File: config.mk
export PLATFORM = sky130hd
export DESIGN_NAME = tx_cmd_stat
export DESIGN_NICKNAME = d
export VERILOG_FILES = /design/src/rtl/tx_csr_pkg.sv /design/src/rtl/tx_csr_ctrl.sv /design/src/rtl/tx_csr_dp.sv /design/src/rtl/tx_cmd_stat.sv
export SDC_FILE = /design/constraint.sdc
export NUM_CORES = 1
export LEC_CHECK = 0
export BUFFER_PORTS_ARGS = -buffer_cell sky130_fd_sc_hd__buf_4
export CAP_MARGIN = 20
export CORE_UTILIZATION = 29
export CTS_BUF_LIST = sky130_fd_sc_hd__clkbuf_4 sky130_fd_sc_hd__clkbuf_8
export CTS_CLUSTER_DIAMETER = 100
export DETAILED_ROUTE_END_ITERATION = 8
export GPL_TIMING_DRIVEN = 0
export PLACE_DENSITY_LB_ADDON = 0.15
export SYNTH_ARGS = -nofsm -noshare
export SYNTH_HDL_FRONTEND = slang
export SYNTH_SLANG_ARGS = --single-unit
File: constraint.sdc
create_clock -name clk -period 1.2 [get_ports clk]
set_input_delay 0.3 -clock clk [delete_from_list [all_inputs] [get_ports clk]]
set_output_delay 0.3 -clock clk [all_outputs]
set_load 0.01 [all_outputs]
File: src/rtl/tx_csr_pkg.sv
package tx_csr_pkg;
  localparam int DATA_W     = 16;
  localparam int CMD_W      = 4;
  localparam int CMD_LSB    = DATA_W - CMD_W;
  localparam int WAIT_BIT   = 11;
  localparam int IDLE_W     = 3;
  localparam int IDLE_LSB   = 8;
  localparam int NUM_STICKY = 6;
  localparam int SEL_W      = 2;
  localparam int LIVE_DRAIN = 2;
  localparam int LIVE_EMPTY = 0;

  typedef enum logic [1:0] {
    MODE_ASYNC   = 2'b00,
    MODE_BITSYNC = 2'b01,
    MODE_TRANSP  = 2'b10,
    MODE_CHARSYN = 2'b11
  } protoMode_e;

  typedef struct packed {
    logic clrCrc;
    logic sendFrame;
    logic sendAbort;
    logic dleOn;
    logic dleOff;
    logic eomClr;
    logic eomSet;
  } cmdStb_t;

  // Sticky index 0..4 -> bits 3..7, index 5 -> bit 1 (underflow)
  function automatic int stickyPos(input int idx);
    return (idx < 5) ? (3 + idx) : 1;
  endfunction
endpackage

File: src/rtl/tx_csr_ctrl.sv
module tx_csr_ctrl
  import tx_csr_pkg::*;
(
  input  logic                 clk,
  input  logic                 rstN,
  input  logic                 wrEn,
  input  logic [CMD_W-1:0]     cmdCode,
  input  logic [1:0]           protoMode,
  output cmdStb_t              stbQ,
  output logic [SEL_W-1:0]     intSelQ
);
  protoMode_e modeE;
  cmdStb_t    stbD;
  logic       selLoad;
  logic [SEL_W-1:0] selD;
  logic isBitSync, isTransp, isSync;

  assign modeE     = protoMode_e'(protoMode);
  assign isBitSync = (modeE == MODE_BITSYNC);
  assign isTransp  = (modeE == MODE_TRANSP);
  assign isSync    = (modeE != MODE_ASYNC);

  always_comb begin
    stbD    = '0;
    selLoad = 1'b0;
    selD    = intSelQ;
    if (wrEn) begin
      case (cmdCode)
        4'b0010: stbD.clrCrc = 1'b1;
        4'b0101: begin selLoad = 1'b1; selD = 2'd0; end
        4'b0110: begin selLoad = 1'b1; selD = 2'd1; end
        4'b0111: begin selLoad = 1'b1; selD = 2'd2; end
        4'b1000: stbD.sendFrame = isBitSync;
        4'b1001: stbD.sendAbort = isBitSync;
        4'b1100: stbD.dleOn     = isTransp;
        4'b1101: stbD.dleOff    = isTransp;
        4'b1110: stbD.eomClr    = isSync;
        4'b1111: stbD.eomSet    = isSync;
        default: ;
      endcase
    end
  end

  always_ff @(posedge clk or negedge rstN) begin
    if (!rstN) begin
      stbQ    <= '0;
      intSelQ <= '0;
    end else begin
      stbQ <= stbD;
      if (selLoad) intSelQ <= selD;
    end
  end


  stb_onehot_chk: assert property (@(posedge clk) disable iff (!rstN)
    $onehot0(stbQ));

  stb_from_write_chk: assert property (@(posedge clk) disable iff (!rstN)
    (|stbQ) |-> $past(wrEn));

  frame_mode_chk: assert property (@(posedge clk) disable iff (!rstN)
    (stbQ.sendFrame || stbQ.sendAbort) |-> ($past(protoMode) == 2'b01));

  dle_mode_chk: assert property (@(posedge clk) disable iff (!rstN)
    (stbQ.dleOn || stbQ.dleOff) |-> ($past(protoMode) == 2'b10));

  eom_mode_chk: assert property (@(posedge clk) disable iff (!rstN)
    (stbQ.eomClr || stbQ.eomSet) |-> ($past(protoMode) != 2'b00));

  sel_hold_chk: assert property (@(posedge clk) disable iff (!rstN)
    !wrEn |=> $stable(intSelQ));

  sel_range_chk: assert property (@(posedge clk) disable iff (!rstN)
    intSelQ != 2'd3);
endmodule

File: src/rtl/tx_csr_dp.sv
module tx_csr_dp
  import tx_csr_pkg::*;
(
  input  logic                  clk,
  input  logic                  rstN,
  input  logic                  wrEn,
  input  logic [DATA_W-1:0]     wrData,
  input  logic [NUM_STICKY-1:0] evVec,
  input  logic                  lineDrained,
  input  logic                  fifoEmpty,
  output logic [DATA_W-1:0]     rdData,
  output logic [IDLE_W-1:0]     idleSelQ,
  output logic                  underWaitQ
);
  logic [NUM_STICKY-1:0] stickyQ;
  logic [NUM_STICKY-1:0] clrMask;
  logic unusedWrBits;

  assign unusedWrBits = ^{wrData[DATA_W-1:CMD_LSB], wrData[LIVE_DRAIN], wrData[LIVE_EMPTY]};

  always_ff @(posedge clk or negedge rstN) begin
    if (!rstN) begin
      idleSelQ   <= '0;
      underWaitQ <= 1'b0;
    end else if (wrEn) begin
      idleSelQ   <= wrData[IDLE_LSB +: IDLE_W];
      underWaitQ <= wrData[WAIT_BIT];
    end
  end

  for (genvar gi = 0; gi < NUM_STICKY; gi++) begin : gSticky
    localparam int POS = stickyPos(gi);
    assign clrMask[gi] = wrEn && wrData[POS];

    always_ff @(posedge clk or negedge rstN) begin
      if (!rstN)             stickyQ[gi] <= 1'b0;
      else if (evVec[gi])    stickyQ[gi] <= 1'b1;
      else if (clrMask[gi])  stickyQ[gi] <= 1'b0;
    end


    sticky_set_chk: assert property (@(posedge clk) disable iff (!rstN)
      evVec[gi] |=> rdData[POS]);

    sticky_clr_chk: assert property (@(posedge clk) disable iff (!rstN)
      (wrEn && wrData[POS] && !evVec[gi]) |=> !rdData[POS]);

    sticky_hold_chk: assert property (@(posedge clk) disable iff (!rstN)
      (!evVec[gi] && !(wrEn && wrData[POS])) |=> $stable(stickyQ[gi]));
  end

  always_comb begin
    rdData = '0;
    rdData[WAIT_BIT] = underWaitQ;
    rdData[IDLE_LSB +: IDLE_W] = idleSelQ;
    for (int k = 0; k < NUM_STICKY; k++) rdData[stickyPos(k)] = stickyQ[k];
    rdData[LIVE_DRAIN] = lineDrained;
    rdData[LIVE_EMPTY] = fifoEmpty;
  end


  cmd_zero_chk: assert property (@(posedge clk) disable iff (!rstN)
    rdData[DATA_W-1:CMD_LSB] == '0);

  field_load_chk: assert property (@(posedge clk) disable iff (!rstN)
    wrEn |=> (idleSelQ == $past(wrData[IDLE_LSB +: IDLE_W])));
endmodule

File: src/rtl/tx_cmd_stat.sv
module tx_cmd_stat
  import tx_csr_pkg::*;
(
  input  logic        clk,
  input  logic        rstN,
  input  logic        wrEn,
  input  logic [15:0] wrData,
  input  logic [1:0]  protoMode,
  input  logic        evPreamble,
  input  logic        evIdle,
  input  logic        evAbort,
  input  logic        evEom,
  input  logic        evCrc,
  input  logic        evUnderflow,
  input  logic        lineDrained,
  input  logic        fifoEmpty,
  output logic [15:0] rdData,
  output logic [2:0]  idleSel,
  output logic        underWait,
  output logic [1:0]  intSel,
  output logic        clrCrcStb,
  output logic        sendFrameStb,
  output logic        sendAbortStb,
  output logic        dleOnStb,
  output logic        dleOffStb,
  output logic        eomClrStb,
  output logic        eomSetStb
);
  cmdStb_t stb;
  logic [NUM_STICKY-1:0] evVec;

  assign evVec = {evUnderflow, evPreamble, evIdle, evAbort, evEom, evCrc};

  tx_csr_ctrl u_ctrl (
    .clk(clk), .rstN(rstN), .wrEn(wrEn),
    .cmdCode(wrData[DATA_W-1:CMD_LSB]), .protoMode(protoMode),
    .stbQ(stb), .intSelQ(intSel)
  );

  tx_csr_dp u_dp (
    .clk(clk), .rstN(rstN), .wrEn(wrEn), .wrData(wrData),
    .evVec(evVec), .lineDrained(lineDrained), .fifoEmpty(fifoEmpty),
    .rdData(rdData), .idleSelQ(idleSel), .underWaitQ(underWait)
  );

  assign clrCrcStb    = stb.clrCrc;
  assign sendFrameStb = stb.sendFrame;
  assign sendAbortStb = stb.sendAbort;
  assign dleOnStb     = stb.dleOn;
  assign dleOffStb    = stb.dleOff;
  assign eomClrStb    = stb.eomClr;
  assign eomSetStb    = stb.eomSet;
endmodule

======== Word-level counts from Yosys, hierarchy flattened ========
Cells that the tools add are included.
operators by class
  reduce and logical (&&, ||, !) cells .... 16
  eq/ne operators ......................... 12
  muxes and demuxes ....................... 23
operators by type and width
  kind                  count
  $eq A4 B4 Y1 const B  6
  $mux W1               21
  $reduce_bool A2 Y1    7
  $eq A4 B3 Y1 const B  3
  $mux W7               1
  $logic_and A1 B1 Y1   6
  $pmux W2 S3           1
  $eq A4 B2 Y1 const B  1
  $reduce_and A3 Y1     1
  $reduce_bool A3 Y1    1
  $reduce_or A3 Y1      1
  $eq A2 B1 Y1 const B  1
  $eq A2 B2 Y1 const B  1
storage, ports and cells
  input bits .............................. 29
  flip-flop bits (word level) ............. 19
  output and inout bits ................... 29
  word-level logic and storage cells ...... 67

======== Longest topological paths before layout ========
  word-level depth ........................ 5
  depth in mapped cells ................... 4

======== Modules after synthesis ========
Synthesis repeated with hierarchy kept, for this count alone.
second synthesis, totals
  cells, all modules ...................... 69
  area total of the unflattened synthesis .. 830.8 µm²
by module, submodules not included
  module       instances  area an instance (µm²)  sequential area each (µm²)  cells an instance
  tx_csr_dp    1          467.9                   250.2                       38
  tx_csr_ctrl  1          362.8                   225.2                       31

======== Worst setup path after synthesis ========
OpenSTA, ideal clock, no wires.
  kind .................................... input to register
  from .................................... in wrEn
  to ...................................... reg u_ctrl.intSelQ[1]
  buffers on the path ..................... 1
  arrival time ............................ 894 ps
  setup time .............................. 119 ps
  stages on the path ...................... 4
  data required time ...................... 1,081 ps
  setup slack ............................. 188 ps
  path through ............................ buf_4 -> and3b_1 -> nand3_1 -> a21bo_1
between the ends
  cells in the longest elaborated chain, start to end .. 2
RTL lines
  item                                    RTL line           RTL
  from (decl)                             tx_cmd_stat.sv:6   input logic wrEn,
  $mux W1                                 tx_csr_ctrl.sv:27  if (wrEn) begin
  $reduce_and A3 Y1 (no source line) (*)  n/a
  to (signal assigned)                    tx_csr_ctrl.sv:50  if (selLoad) intSelQ <= selD;
  to (decl)                               tx_csr_ctrl.sv:10  output logic [SEL_W-1:0] intSelQ
Mark *: on every way between the ends. The rest lies on a longest branch, timed or not.
A chain may end at the register's enable or synchronous reset.

======== Worst setup path in the final report ========
  from .................................... reg u_dp.idleSelQ[0]
  to ...................................... out rdData[8]
RTL lines
  item                    RTL line           RTL
  from (decl)             tx_csr_dp.sv:12    output logic [IDLE_W-1:0] idleSelQ,
  from (signal assigned)  tx_csr_dp.sv:26    idleSelQ <= wrData[IDLE_LSB +: IDLE_W];
  to (decl)               tx_cmd_stat.sv:17  output logic [15:0] rdData,
No word-level cell between the ends.

==> results by group <==
Outcome
  – Outcome: complete, no violations

Pwr
  – Worst vdd ir: 0.000676 V
  – Pleak: 0.634 nW
  – P per Cell Area: 1060 nW/µm²

Worst setup path
  – Critical path class: reg -> out
  – CP Capture Type: primary output
  – Crit path buf inv count: 1
  – Worst setup SP type: flop
  – Crit path cell chain: buf_6
  – Crit-path max cell delay: 0.42 ns
  – CP arrival: 0.85 ns
  – Largest delay contributor family on the critical path: flip-flops
  – Launch point of the worst path: u_dp.idleSelQ[0]
  – Worst EP required: 0.90 ns
  – FF-to-FF Start: u_dp.idleSelQ[0]
  – Crit Path Max Fanout: 3
  – Worst path slowest cell: dfrtp_1

Placement
  – Final GP Congestion: 0.716
  – Placed Instance Area: 1210 µm²
  – DP HPWL: 1250 µm
  – IO Port Bufs: 46

Layout
  – Final core occ: 47.9%
  – Register Area: 475 µm²
  – Area grow syn2layout: 51.2%
  – Final Instance Area: 1230 µm²
  – Area occupied by multi-input gates: 249 µm²
  – Fill cell count: 239
  – # diodes: 0
  – Layout cells sized above 1: 50.0%
  – Nets: 150

Yosys
  – Register area share after synthesis: 58.5%
  – Post-synth top area share: 58.5%
  – Synthesized flop and latch total: 19
  – YS warnings: 0
  – Mapped Area: 813 µm²
  – Distinct cells, synth: 20
  – Post-synthesis async set-or-reset flop share: 100%
  – Synth area leader: dfrtp_1
  – Primary FF master, synth: dfrtp_1
  – Post-synth EDFFs: 0
  – Synthesized instance count: 70
  – Main area contributors after synthesis: dfrtp_1, buf_4, a21o_1, mux2_1, nand2_1
  – Most common cell in the netlist: dfrtp_1
  – Syn_area_per_cell: 11.6 µm²
  – Post-synth top cells: dfrtp_1, buf_4, nand2_1, a21o_1, mux2_1

CTS
  – Htree depth: 1
  – Clk slew on worst S/H paths: 0.10 ns
  – Clock root buffer: clkbuf_4
  – Max Root-Sink Buffers: 2
  – Skew-Pair Late Insertion Delay: 0.28 ns
  – Total CTS buffers: 3
  – CTS Sinks: 19
  – CTS tree: built

Floorplanning
  – DIE WIDTH: 55.0 µm
  – Die height: 55.0 µm
  – Initial core utilization: 31.7%
  – Die ar.: 3020 µm²
  – Core Area: 2570 µm²
  – Placement Rows: 18
  – IO Count: 58

Worst hold path
  – Hold Crit Class: in -> reg
  – Worst hold start: evAbort

Detailed routing
  – DR vias: 658
  – Vias/cell: 4.39
  – DRT antenna net count: 0
  – Drt pass-1 iters: 4
  – Iter 0 DRT Violations: 7
  – Post-Route WL: 1660 µm
  – DRC viols: 0
  – Routed len/inst: 11.1 µm

Timing
  – Tmin final: 1.15 ns
  – Final setup viols: 0
  – WHS: 0.176 ns
  – Final period utilization: 95.6%
  – RSZ-0062 raised after global routing: yes
  – Max Fclk: 0.872 GHz
  – Worst Skew: 0 ns
  – Slew Limit Fails: 0
  – Hold Fails Final Rpt: 0

Flow run
  – Max_cap viols: 0

GRT
  – Aggregate global routing overflow: 0
  – Pin count of the biggest net entering global routing: 20
  – Vias in the first global route: 494
  – Initial antenna violation count: 0
  – Total GRT Usage: 11.5%
  – First-pass GRT wire length: 2270 µm
## timing repair
action,CTS,global route
resized for setup,0,4
setup endpoints to repair,4,8
pin swaps,0,0
setup buffers,0,0
endpoints found under the hold margin,19,0
hold buffers,1,0
## per-stage QoR
stage | setup WS (ns) | setup TNS, ns | total power, W | instances
CTS | 0.0318 | 0 | 0.00133 | 150
global route | -0.0242 | -0.128 | 0.00140 | 150
finish | 0.0529 | 0 | 0.00131 | 150
global placement | 0.118 | 0 | 0.00101 | 149
detailed placement | 0.0983 | 0 | 0.00102 | 149
floorplan | 0.188 | 0 | 0.000848 | 73
## state kept, by name, summed over array words and instances, names as in the netlist
register         flops
u_dp.underWaitQ      1
u_ctrl.stbQ          7
u_ctrl.intSelQ       2
u_dp.rdData          6
u_dp.idleSelQ        3
## power breakdown
part / total, W / internal [W] / switching (W)
Sequential: 0.000706 / 0.000681 / 0.0000258
Combinational: 0.000291 / 0.000173 / 0.000118
Clock: 0.000307 / 0.000124 / 0.000184
## cell usage in the layout (no fill, tap or decap)
| master | synthesis | final |
|---|---|---|
| buf_4 | 12 | 50 |
| dfrtp_1 | 19 | 19 |
| nand2_1 | 7 | 7 |
| a21o_1 | 6 | 6 |
| mux2_1 | 4 | 4 |
| conb_1 | 1 | 4 |
| buf_6 | 0 | 4 |
| nor2_1 | 3 | 3 |
| clkbuf_4 | 0 | 3 |
| buf_2 | 2 | 2 |
| nand4_1 | 2 | 2 |
| nor3b_1 | 2 | 2 |
| nor3_1 | 2 | 2 |
| a21oi_1 | 2 | 2 |
| o2111ai_1 | 1 | 1 |
| nand2b_1 | 1 | 1 |
| nor2b_1 | 1 | 1 |
| nor4b_1 | 1 | 1 |
| and3b_1 | 1 | 1 |
| o21ai_1 | 1 | 1 |
| nand3_1 | 1 | 1 |
| a21bo_1 | 1 | 1 |
| clkinv_2 | 0 | 1 |
| dlygate4sd3_1 | 0 | 1 |
## final cells by class
cell class	count	area share, %
flip-flops and latches	19	38.7
well taps	30	3.05
plain buffers	10	5.70
repair buffers	47	30.1
multi-input cells	40	20.2
clock inverters	1	0.407
clock buffers	3	1.83
## cells by family (layout without fill, tap and decap cells)
kind of cell    count (synthesis)  count (layout)  share of synthesized area (%)
mux                             4               4                           5.54
simple gates                   21              21                           13.5
buf+inv                        14              61                           12.3
compound gates                 11              11                           9.69
other cells                     1               4                          0.461
flops                          19              19                           58.5
## metal layers
metal | share of wire [%] | vias up | GRT usage [%]
met3 | 8.4 | 2 | 5.19
met2 | 48 | 35 | 18.1
met1 | 42 | 299 | 13.0
li1 | - | 322 | -
met4 | 1.6 | 0 | 6.25
met5 | 0 | - | 0
## final timing paths
kind                            depth (start not counted)  slack, ns               end
worst min register to register                          1       0.48    u_dp.rdData[1]
worst min-delay path                                    2       0.18    u_dp.rdData[5]
max in group asynchronous                               2       0.59    u_dp.rdData[4]
min in group asynchronous                               2       0.40    u_ctrl.stbQ[3]
worst max register to register                          1       0.38  u_dp.idleSelQ[0]
worst max-delay path                                    1       0.05         rdData[8]
No activity file was read; power rests on OpenSTA's default activity.
